<file path="src/rtl/psw_pkg.sv">
package psw_pkg;

  localparam int PSW_W     = 16;
  localparam int NUM_CTL   = 3;

  localparam int POS_CARRY  = 0;
  localparam int POS_PARITY = 2;
  localparam int POS_HALF   = 4;
  localparam int POS_ZERO   = 6;
  localparam int POS_SIGN   = 7;
  localparam int POS_STEP   = 8;
  localparam int POS_INTEN  = 9;
  localparam int POS_DIR    = 10;
  localparam int POS_OVF    = 11;

  typedef enum logic [1:0] {
    OP_PASS  = 2'b00,
    OP_ADD   = 2'b01,
    OP_SUB   = 2'b10,
    OP_PASSX = 2'b11
  } alu_op_e;

  typedef struct packed {
    logic ovf;
    logic sign;
    logic zero;
    logic half;
    logic parity;
    logic carry;
  } cond_t;

  function automatic logic [PSW_W-1:0] pack_status(input cond_t c,
                                                   input logic [NUM_CTL-1:0] k);
    logic [PSW_W-1:0] w;
    w             = '0;
    w[POS_CARRY]  = c.carry;
    w[POS_PARITY] = c.parity;
    w[POS_HALF]   = c.half;
    w[POS_ZERO]   = c.zero;
    w[POS_SIGN]   = c.sign;
    w[POS_OVF]    = c.ovf;
    w[POS_STEP]   = k[0];
    w[POS_INTEN]  = k[1];
    w[POS_DIR]    = k[2];
    return w;
  endfunction

endpackage

</file>
<file path="src/rtl/psw_addsub.sv">
module psw_addsub #(
  parameter int W = 16
) (
  input  logic [W-1:0] a,
  input  logic [W-1:0] b,
  input  logic         sub,
  output logic [W-1:0] sum,
  output logic         c_nib,
  output logic         c_lo_in,
  output logic         c_lo_out,
  output logic         c_hi_in,
  output logic         c_hi_out
);
  localparam int NIB_W = 4;
  localparam int LO_W  = 8;

  logic [W-1:0] b_eff;
  logic [W:0]   cy;

  assign b_eff = b ^ {W{sub}};
  assign cy[0] = sub;

  for (genvar i = 0; i < W; i++) begin : g_bit
    logic p;
    assign p         = a[i] ^ b_eff[i];
    assign sum[i]    = p ^ cy[i];
    assign cy[i+1]   = (a[i] & b_eff[i]) | (cy[i] & p);
  end

  assign c_nib    = cy[NIB_W];
  assign c_lo_in  = cy[LO_W-1];
  assign c_lo_out = cy[LO_W];
  assign c_hi_in  = cy[W-1];
  assign c_hi_out = cy[W];

endmodule

</file>
<file path="src/rtl/psw_flag_gen.sv">
module psw_flag_gen
  import psw_pkg::*;
#(
  parameter int W = 16
) (
  input  logic [W-1:0] sum,
  input  logic         byte_mode,
  input  logic         arith,
  input  logic         sub,
  input  logic         c_nib,
  input  logic         c_lo_in,
  input  logic         c_lo_out,
  input  logic         c_hi_in,
  input  logic         c_hi_out,
  output logic [W-1:0] res,
  output cond_t        cond
);
  localparam int LO_W = 8;

  logic msb, cin_msb, cout_msb;

  always_comb begin
    if (byte_mode) begin
      res      = {{(W-LO_W){1'b0}}, sum[LO_W-1:0]};
      msb      = sum[LO_W-1];
      cin_msb  = c_lo_in;
      cout_msb = c_lo_out;
    end else begin
      res      = sum;
      msb      = sum[W-1];
      cin_msb  = c_hi_in;
      cout_msb = c_hi_out;
    end
    cond.carry  = arith & (cout_msb ^ sub);
    cond.half   = arith & (c_nib ^ sub);
    cond.ovf    = arith & (cin_msb ^ cout_msb);
    cond.sign   = msb;
    cond.zero   = (res == '0);
    cond.parity = ~^res[LO_W-1:0];
  end

endmodule

</file>
<file path="src/rtl/psw_ctl_reg.sv">
module psw_ctl_reg #(
  parameter int N = 3
) (
  input  logic         clk,
  input  logic         rst_int_n,
  input  logic [N-1:0] set_i,
  input  logic [N-1:0] clr_i,
  output logic [N-1:0] q
);
  logic [N-1:0] q_d;

  always_comb begin
    q_d = (q | set_i) & ~clr_i;
  end

  always_ff @(posedge clk or negedge rst_int_n) begin
    if (!rst_int_n) q <= '0;
    else            q <= q_d;
  end

endmodule

</file>
<file path="src/rtl/psw_alu.sv">
module psw_alu
  import psw_pkg::*;
#(
  parameter int W = PSW_W
) (
  input  logic                clk,
  input  logic                rst_n,
  input  logic [W-1:0]        op_a,
  input  logic [W-1:0]        op_b,
  input  logic [1:0]          op_sel,
  input  logic                byte_mode,
  input  logic                flag_upd,
  input  logic [NUM_CTL-1:0]  ctl_set,
  input  logic [NUM_CTL-1:0]  ctl_clr,
  output logic [W-1:0]        result,
  output logic [PSW_W-1:0]    status
);
  // reset: asserted asynchronously, released on the clock
  logic rst_meta_n, rst_int_n;
  always_ff @(posedge clk or negedge rst_n) begin
    if (!rst_n) begin
      rst_meta_n <= 1'b0;
      rst_int_n  <= 1'b0;
    end else begin
      rst_meta_n <= 1'b1;
      rst_int_n  <= rst_meta_n;
    end
  end

  // operand steering
  alu_op_e      op;
  logic         arith, sub;
  logic [W-1:0] a_in;
  assign op    = alu_op_e'(op_sel);
  assign sub   = (op == OP_SUB);
  assign arith = (op == OP_ADD) || (op == OP_SUB);
  assign a_in  = arith ? op_a : '0;

  logic [W-1:0] sum;
  logic c_nib, c_lo_in, c_lo_out, c_hi_in, c_hi_out;

  psw_addsub #(.W(W)) i_addsub (
    .a(a_in), .b(op_b), .sub(sub), .sum(sum),
    .c_nib(c_nib), .c_lo_in(c_lo_in), .c_lo_out(c_lo_out),
    .c_hi_in(c_hi_in), .c_hi_out(c_hi_out)
  );

  cond_t cond_new;
  psw_flag_gen #(.W(W)) i_flags (
    .sum(sum), .byte_mode(byte_mode), .arith(arith), .sub(sub),
    .c_nib(c_nib), .c_lo_in(c_lo_in), .c_lo_out(c_lo_out),
    .c_hi_in(c_hi_in), .c_hi_out(c_hi_out),
    .res(result), .cond(cond_new)
  );

  // condition flag register
  cond_t cond_q, cond_d;
  always_comb begin
    cond_d = cond_q;
    if (flag_upd) cond_d = cond_new;
  end

  always_ff @(posedge clk or negedge rst_int_n) begin
    if (!rst_int_n) cond_q <= '0;
    else            cond_q <= cond_d;
  end

  // control flag register
  logic [NUM_CTL-1:0] ctl_q;
  psw_ctl_reg #(.N(NUM_CTL)) i_ctl (
    .clk(clk), .rst_int_n(rst_int_n),
    .set_i(ctl_set), .clr_i(ctl_clr), .q(ctl_q)
  );

  assign status = pack_status(cond_q, ctl_q);

endmodule

</file>
<file path="config.mk">
export PLATFORM = sky130hd
export DESIGN_NAME = psw_alu
export DESIGN_NICKNAME = d
export VERILOG_FILES = /design/src/rtl/psw_pkg.sv /design/src/rtl/psw_addsub.sv /design/src/rtl/psw_flag_gen.sv /design/src/rtl/psw_ctl_reg.sv /design/src/rtl/psw_alu.sv
export SDC_FILE = /design/constraint.sdc
export NUM_CORES = 1
export LEC_CHECK = 0
export CORE_UTILIZATION = 41
export DETAILED_ROUTE_END_ITERATION = 10
export PLACE_DENSITY = 0.82
export SLEW_MARGIN = 20
export SYNTH_ARGS = -nofsm -noshare
export SYNTH_HDL_FRONTEND = slang
export SYNTH_HIERARCHICAL = 1
export SYNTH_SLANG_ARGS = --single-unit
</file>
<file path="constraint.sdc">
create_clock -name clk -period 11.4 [get_ports clk]
set_input_delay 2.28 -clock clk [delete_from_list [all_inputs] [get_ports clk]]
set_output_delay 2.28 -clock clk [all_outputs]
set_load 0.01 [all_outputs]
</file>
* Yosys cells after proc, flatten, opt, wreduce, memory -nomap -nowiden
Cells that the tools add are included.
Widths: inputs -> output; s select.
** Storage, ports and cells
- Bits in registers :: 11
- Logic and storage cells :: 109
** Cells by class
- Equality and inequality tests :: 2
- Bitwise logic cells :: 90
- Multiplexer cells :: 5
- Reductions and logical operators :: 3
** Operators with widths (number)
- $and 1x1->1 :: 35
- $xor 1x1->1 :: 35
- $mux 16 :: 2
- $logic_not 16->1 :: 1
- $or 1x1->1 :: 16
- $xor 16x16->16 :: 1
- $reduce_xnor 8->1 :: 1
- $and 3x3->3 :: 1
- $mux 1 :: 3
- $not 3->3 :: 1
- $or 3x3->3 :: 1
- $eq 2x1->1 const B :: 1
- $eq 2x2->1 const B :: 1
- $logic_or 1x1->1 :: 1

* Logic depth before layout (Yosys ltp)
- Word-level depth :: 39
- Depth in mapped cells :: 33
- Depth with buffers taken out :: 33

* Modules after synthesis
Netlist, hierarchy kept.
** Modules (own cells, without submodules)
- psw_addsub :: area each 595.6 um^2, sequential area each 0.0 um^2, times used 1, cells an instance 62
- psw_alu :: area each 490.5 um^2, sequential area each 200.2 um^2, times used 1, cells an instance 44
- psw_flag_gen :: area each 335.3 um^2, sequential area each 0.0 um^2, times used 1, cells an instance 48
- psw_ctl_reg :: area each 105.1 um^2, sequential area each 75.1 um^2, times used 1, cells an instance 6

* Least setup slack after synthesis
OpenSTA, ideal clock, no wires.
- Kind :: input-to-output
- Start point :: input port op_sel[0]
- End point :: output port result[15]
- Path slack :: 786 ps
- Cell stages on the path :: 30
- Data arrival time :: 8334 ps
- Path buffers :: 0
- Data required time :: 9120 ps
- Cell sequence :: inv_1 -> ha_1 -> and2b_1 -> mux2_2 -> fa_1 -> inv_1 -> fa_1 -> inv_1 -> fa_1 -> fa_1 -> inv_1 -> fa_1 -> inv_1 -> fa_1 -> inv_1 -> fa_1 -> inv_1 -> fa_1 -> inv_1 -> fa_1 -> fa_1 -> fa_1 -> fa_1 -> fa_1 -> inv_1 -> fa_1 -> inv_1 -> fa_1 -> inv_1 -> nor2b_1
** On the way
- Cells in the longest elaborated chain, start to end :: 36
- Elaborated cells on any way between the ends :: 68
** RTL lines
- start: declaration :: RTL line psw_alu.sv:10 : input logic [1:0] op_sel,
- $eq 2x1->1 / $eq 2x2->1 (equally long branches) :: RTL line psw_alu.sv:36 : assign arith = (op == OP_ADD) || (op == OP_SUB);
- $logic_or 1x1->1 * :: RTL line psw_alu.sv:36
- $mux 16 * :: RTL line psw_alu.sv:37 : assign a_in = arith ? op_a : '0;
- net a_in[0] :: RTL line psw_alu.sv:33 : logic [W-1:0] a_in;
- $xor 1x1->1 :: RTL line psw_addsub.sv:25 : assign p = a[i] ^ b_eff[i];
- $and 1x1->1 :: RTL line psw_addsub.sv:27 : assign cy[i+1] = (a[i] & b_eff[i]) | (cy[i] & p);
- $or 1x1->1 * :: RTL line psw_addsub.sv:27
- $and 1x1->1 * :: RTL line psw_addsub.sv:27
- [... 5 more ...]
- net c_nib :: RTL line psw_alu.sv:40 : logic c_nib, c_lo_in, c_lo_out, c_hi_in, c_hi_out;
- [... 6 more ...]
- net c_lo_in :: RTL line psw_alu.sv:40
- [... 2 more ...]
- net c_lo_out :: RTL line psw_alu.sv:40
- [... 10 more ...]
- $and 1x1->1 * :: RTL line psw_addsub.sv:27
- $or 1x1->1 * :: RTL line psw_addsub.sv:27
- $and 1x1->1 * :: RTL line psw_addsub.sv:27
- $or 1x1->1 * :: RTL line psw_addsub.sv:27
- net c_hi_in :: RTL line psw_alu.sv:40
- $xor 1x1->1 * :: RTL line psw_addsub.sv:26 : assign sum[i] = p ^ cy[i];
- net sum[15] :: RTL line psw_alu.sv:39 : logic [W-1:0] sum;
- $mux 16 * :: RTL line psw_flag_gen.sv:23 : if (byte_mode) begin
- end: declaration :: RTL line psw_alu.sv:15 : output logic [W-1:0] result,
The timed path passes the listed nets; every way through them passes the cells marked *.

* Worst setup path in the final report
Ends and elaborated chain as after synthesis.

==> impl_metrics.py <==
metrics = {
    "critical_path": {
        "cp_slowest_cell": "clkdlybuf4s50_1",
        "cpPeakStageDelay_ps": 460,
        "crit_path_start_kind": "input port",
        "cp.arrival_ps": 8810,
        "worstPathRequired_ps": 9120,
        "cp_max_fo": 3,
        "cp-end-kind": "primary output",
        "path_class": "input port to primary output",
    },
    "layout": {
        "seq_area_um2": 275.3,
        "drive_gt1_share_pct": 13.22,
        "antenna_cells": 0,
        "multi_input_area_um2": 991.0,
        "design_area_um2": 2268,
        "syn2layout_area_growth_pct": 48.61,
        "fill_cells": 275,
        "nets": 292,
    },
    "clock_network": {
        "cts_tree": "yes",
        "postCtsHoldBufs": 0,
        "htreeDepth": 1,
        "path_clk_slew_ps": 50,
        "cts_buffer_depth": 2,
        "clock-sinks": 11,
        "cts_buffers": 3,
        "clock_latency_ps": 240,
        "clockRootBuffer": "clkbuf_8",
    },
    "routing": {
        "via_count": 1109,
        "drt_iter0_markers": 15,
        "postRouteAntennaNets": 0,
        "first_pass_iters": 2,
        "wl_mm": 2.819,
        "drc": 0,
        "wl_per_cell_um": 10.33,
        "vias_per_cell": 4.062,
    },
    "floorplanning": {
        "std_cell_rows": 21,
        "dieArea_um2": 3971,
        "die_w_um": 63.02,
        "start_util_pct": 44.35,
        "die_h_um": 63.02,
        "io_pins": 76,
        "design.core.area_um2": 3442,
    },
    "hold_path": {
        "holdCritPathClass": "flop to async pin",
    },
    "run_status": {
        "status": "finished, final reports clean",
    },
    "global_route": {
        "antenna_found_initial": 0,
        "grt_pass1_vias": 1148,
        "grt_max_degree": 17,
        "grt_usage_pct": 15.16,
        "grt_pass1_wl_mm": 4.774,
        "overflow": 0,
    },
    "pwr": {
        "vdd_drop_max_uv": 48.54,
        "p_leak_nw": 1.076,
        "power_w": 0.0002655,
        "p_per_area_nw_per_um2": 117.0,
    },
    "sta": {
        "final-hold-violation-count": 0,
        "tightest_slew_ps": 500.5,
        "whs_ps": 135.8,
        "fmax_mhz": 90.18,
        "setup_viol": 0,
        "post-route-min-period_ps": 11090,
        "min_period_over_period_pct": 97.27,
        "slew_viol_final": 0,
        "slew_headroom_pct": 66.53,
        "rsz0062_at_grt": "no",
        "tns_ps": 0,
        "skew_ps": 2.503,
    },
    "job": {
        "drv_cap": 0,
    },
    "synth": {
        "ys_types": 26,
        "syn_area_per_cell_um2": 9.540,
        "synthFlopType": "dfrtp_1",
        "ys_seq_area_share_pct": 18.03,
        "synthArstFlopShare_pct": 100.0,
        "syn-cell-area_um2": 1526,
        "ys_warn_count": 6,
        "synthCells": 160,
        "synth_edf_count": 0,
        "ys_ff_latch": 11,
    },
    "placement": {
        "place_congestion": 0.7810,
        "place_area_um2": 2182,
        "post-dp-hpwl_mm": 2.536,
        "io_buffers": 68,
    },
}
final cells by class:
class / count / area share [%]
repair buffers: 78 / 33.37
inverters: 38 / 6.288
well taps: 46 / 2.537
clock buffers: 4 / 1.986
flip-flops and latches: 11 / 12.13
multi-input cells: 96 / 43.68
path summary, 6_finish.rpt:
check / slack (ps) / depth (start not counted) / start / endpoint
max in group asynchronous: 9080 / 1 / rst_n / rst_int_n$_DFF_PN0_
hold reg to reg: 140 / 0 / rst_int_n$_DFF_PN0_ / status[6]$_DFFE_PN0P_
hold / removal: 140 / 0 / rst_int_n$_DFF_PN0_ / status[6]$_DFFE_PN0P_
min in group clk: 350 / 0 / rst_meta_n$_DFF_PN0_ / rst_int_n$_DFF_PN0_
setup / recovery: 310 / 32 / op_sel[0] / result[15]
setup reg to reg: 10640 / 1 / status[2]$_DFFE_PN0P_ / status[2]$_DFFE_PN0P_
state kept, by name, indices dropped and copies added (netlist names):
| register | flops |
|---|---|
| i_ctl/q | 3 |
| rst_int_n | 1 |
| rst_meta_n | 1 |
| status | 6 |
worst max-delay path, delay by kind of cell:
kind	cells	cell delay (ps)
buffers and inverters	13	1420
AND/OR/NAND/NOR	2	350
adder cells (fa/ha/maj)	16	4580
multiplexers	1	150
synth_stat cells (2+ instances only):
cell,count,area [µm²]
and2b_1,3,22.52
nor4_1,2,12.51
dfrtp_1,11,275.3
mux2_4,6,90.09
xnor2_1,14,122.6
nor2b_1,21,131.4
buf_6,2,22.52
fa_1,15,300.3
xor2_1,8,70.07
buf_2,2,10.01
inv_1,38,142.6
o21ba_1,3,30.03
buf_4,16,120.1
ha_1,5,62.56
and2_1,2,12.51
conb_1,2,7.510
where the power goes:
group	switching (W)	internal [W]	total (W)
combinational	0.0000719	0.000106	0.000178
clock	0.0000135	0.0000244	0.0000379
sequential	0.00000398	0.0000457	0.0000497
cells by family after synthesis:
family	synth area share (%)
buf+inv	20.66
compound gates	3.443
simple gates	12.62
mux	7.295
other cells	0.4920
fa+ha+maj	23.77
xor+xnor	13.69
flops	18.03
layout by cell type (no fill, tap or decap), types with 2 or more instances in the layout:
cell,count
clkdlybuf4s50_1,67
inv_1,37
nor2b_1,20
xnor2_1,14
dfrtp_1,11
fa_1,10
buf_4,10
conb_1,8
xor2_1,8
mux2_4,6
fa_2,5
ha_1,4
and2b_1,3
clkbuf_8,3
o21ba_1,3
nor4_1,2
and2_1,2
per-layer routing:
metal | up-vias | GRT usage [%] | share of wire (%)
li1 | 571 | - | -
met4 | 0 | 5.233 | 1.2
met3 | 5 | 2.190 | 5.1
met2 | 41 | 26.48 | 50
met1 | 492 | 18.79 | 44
met5 | - | 0 | 0
through the flow:
stage               cells  setup WS, ps  util [%]
floorplan             166         786.4         -
global placement      268        -206.8     63.40
detailed placement    268        -342.9     63.40
CTS                   272         40.47     64.96
global route          273         28.39     65.90
finish                273         311.3     65.90
what timing repair did:
action / 4_1_cts / 5_1_grt
setup endpoints to repair: 1 / 2
pin swaps: 0 / 1
gates resized for setup: 6 / 6
setup buffers: 0 / 1
(Power assumes the default switching activity.)
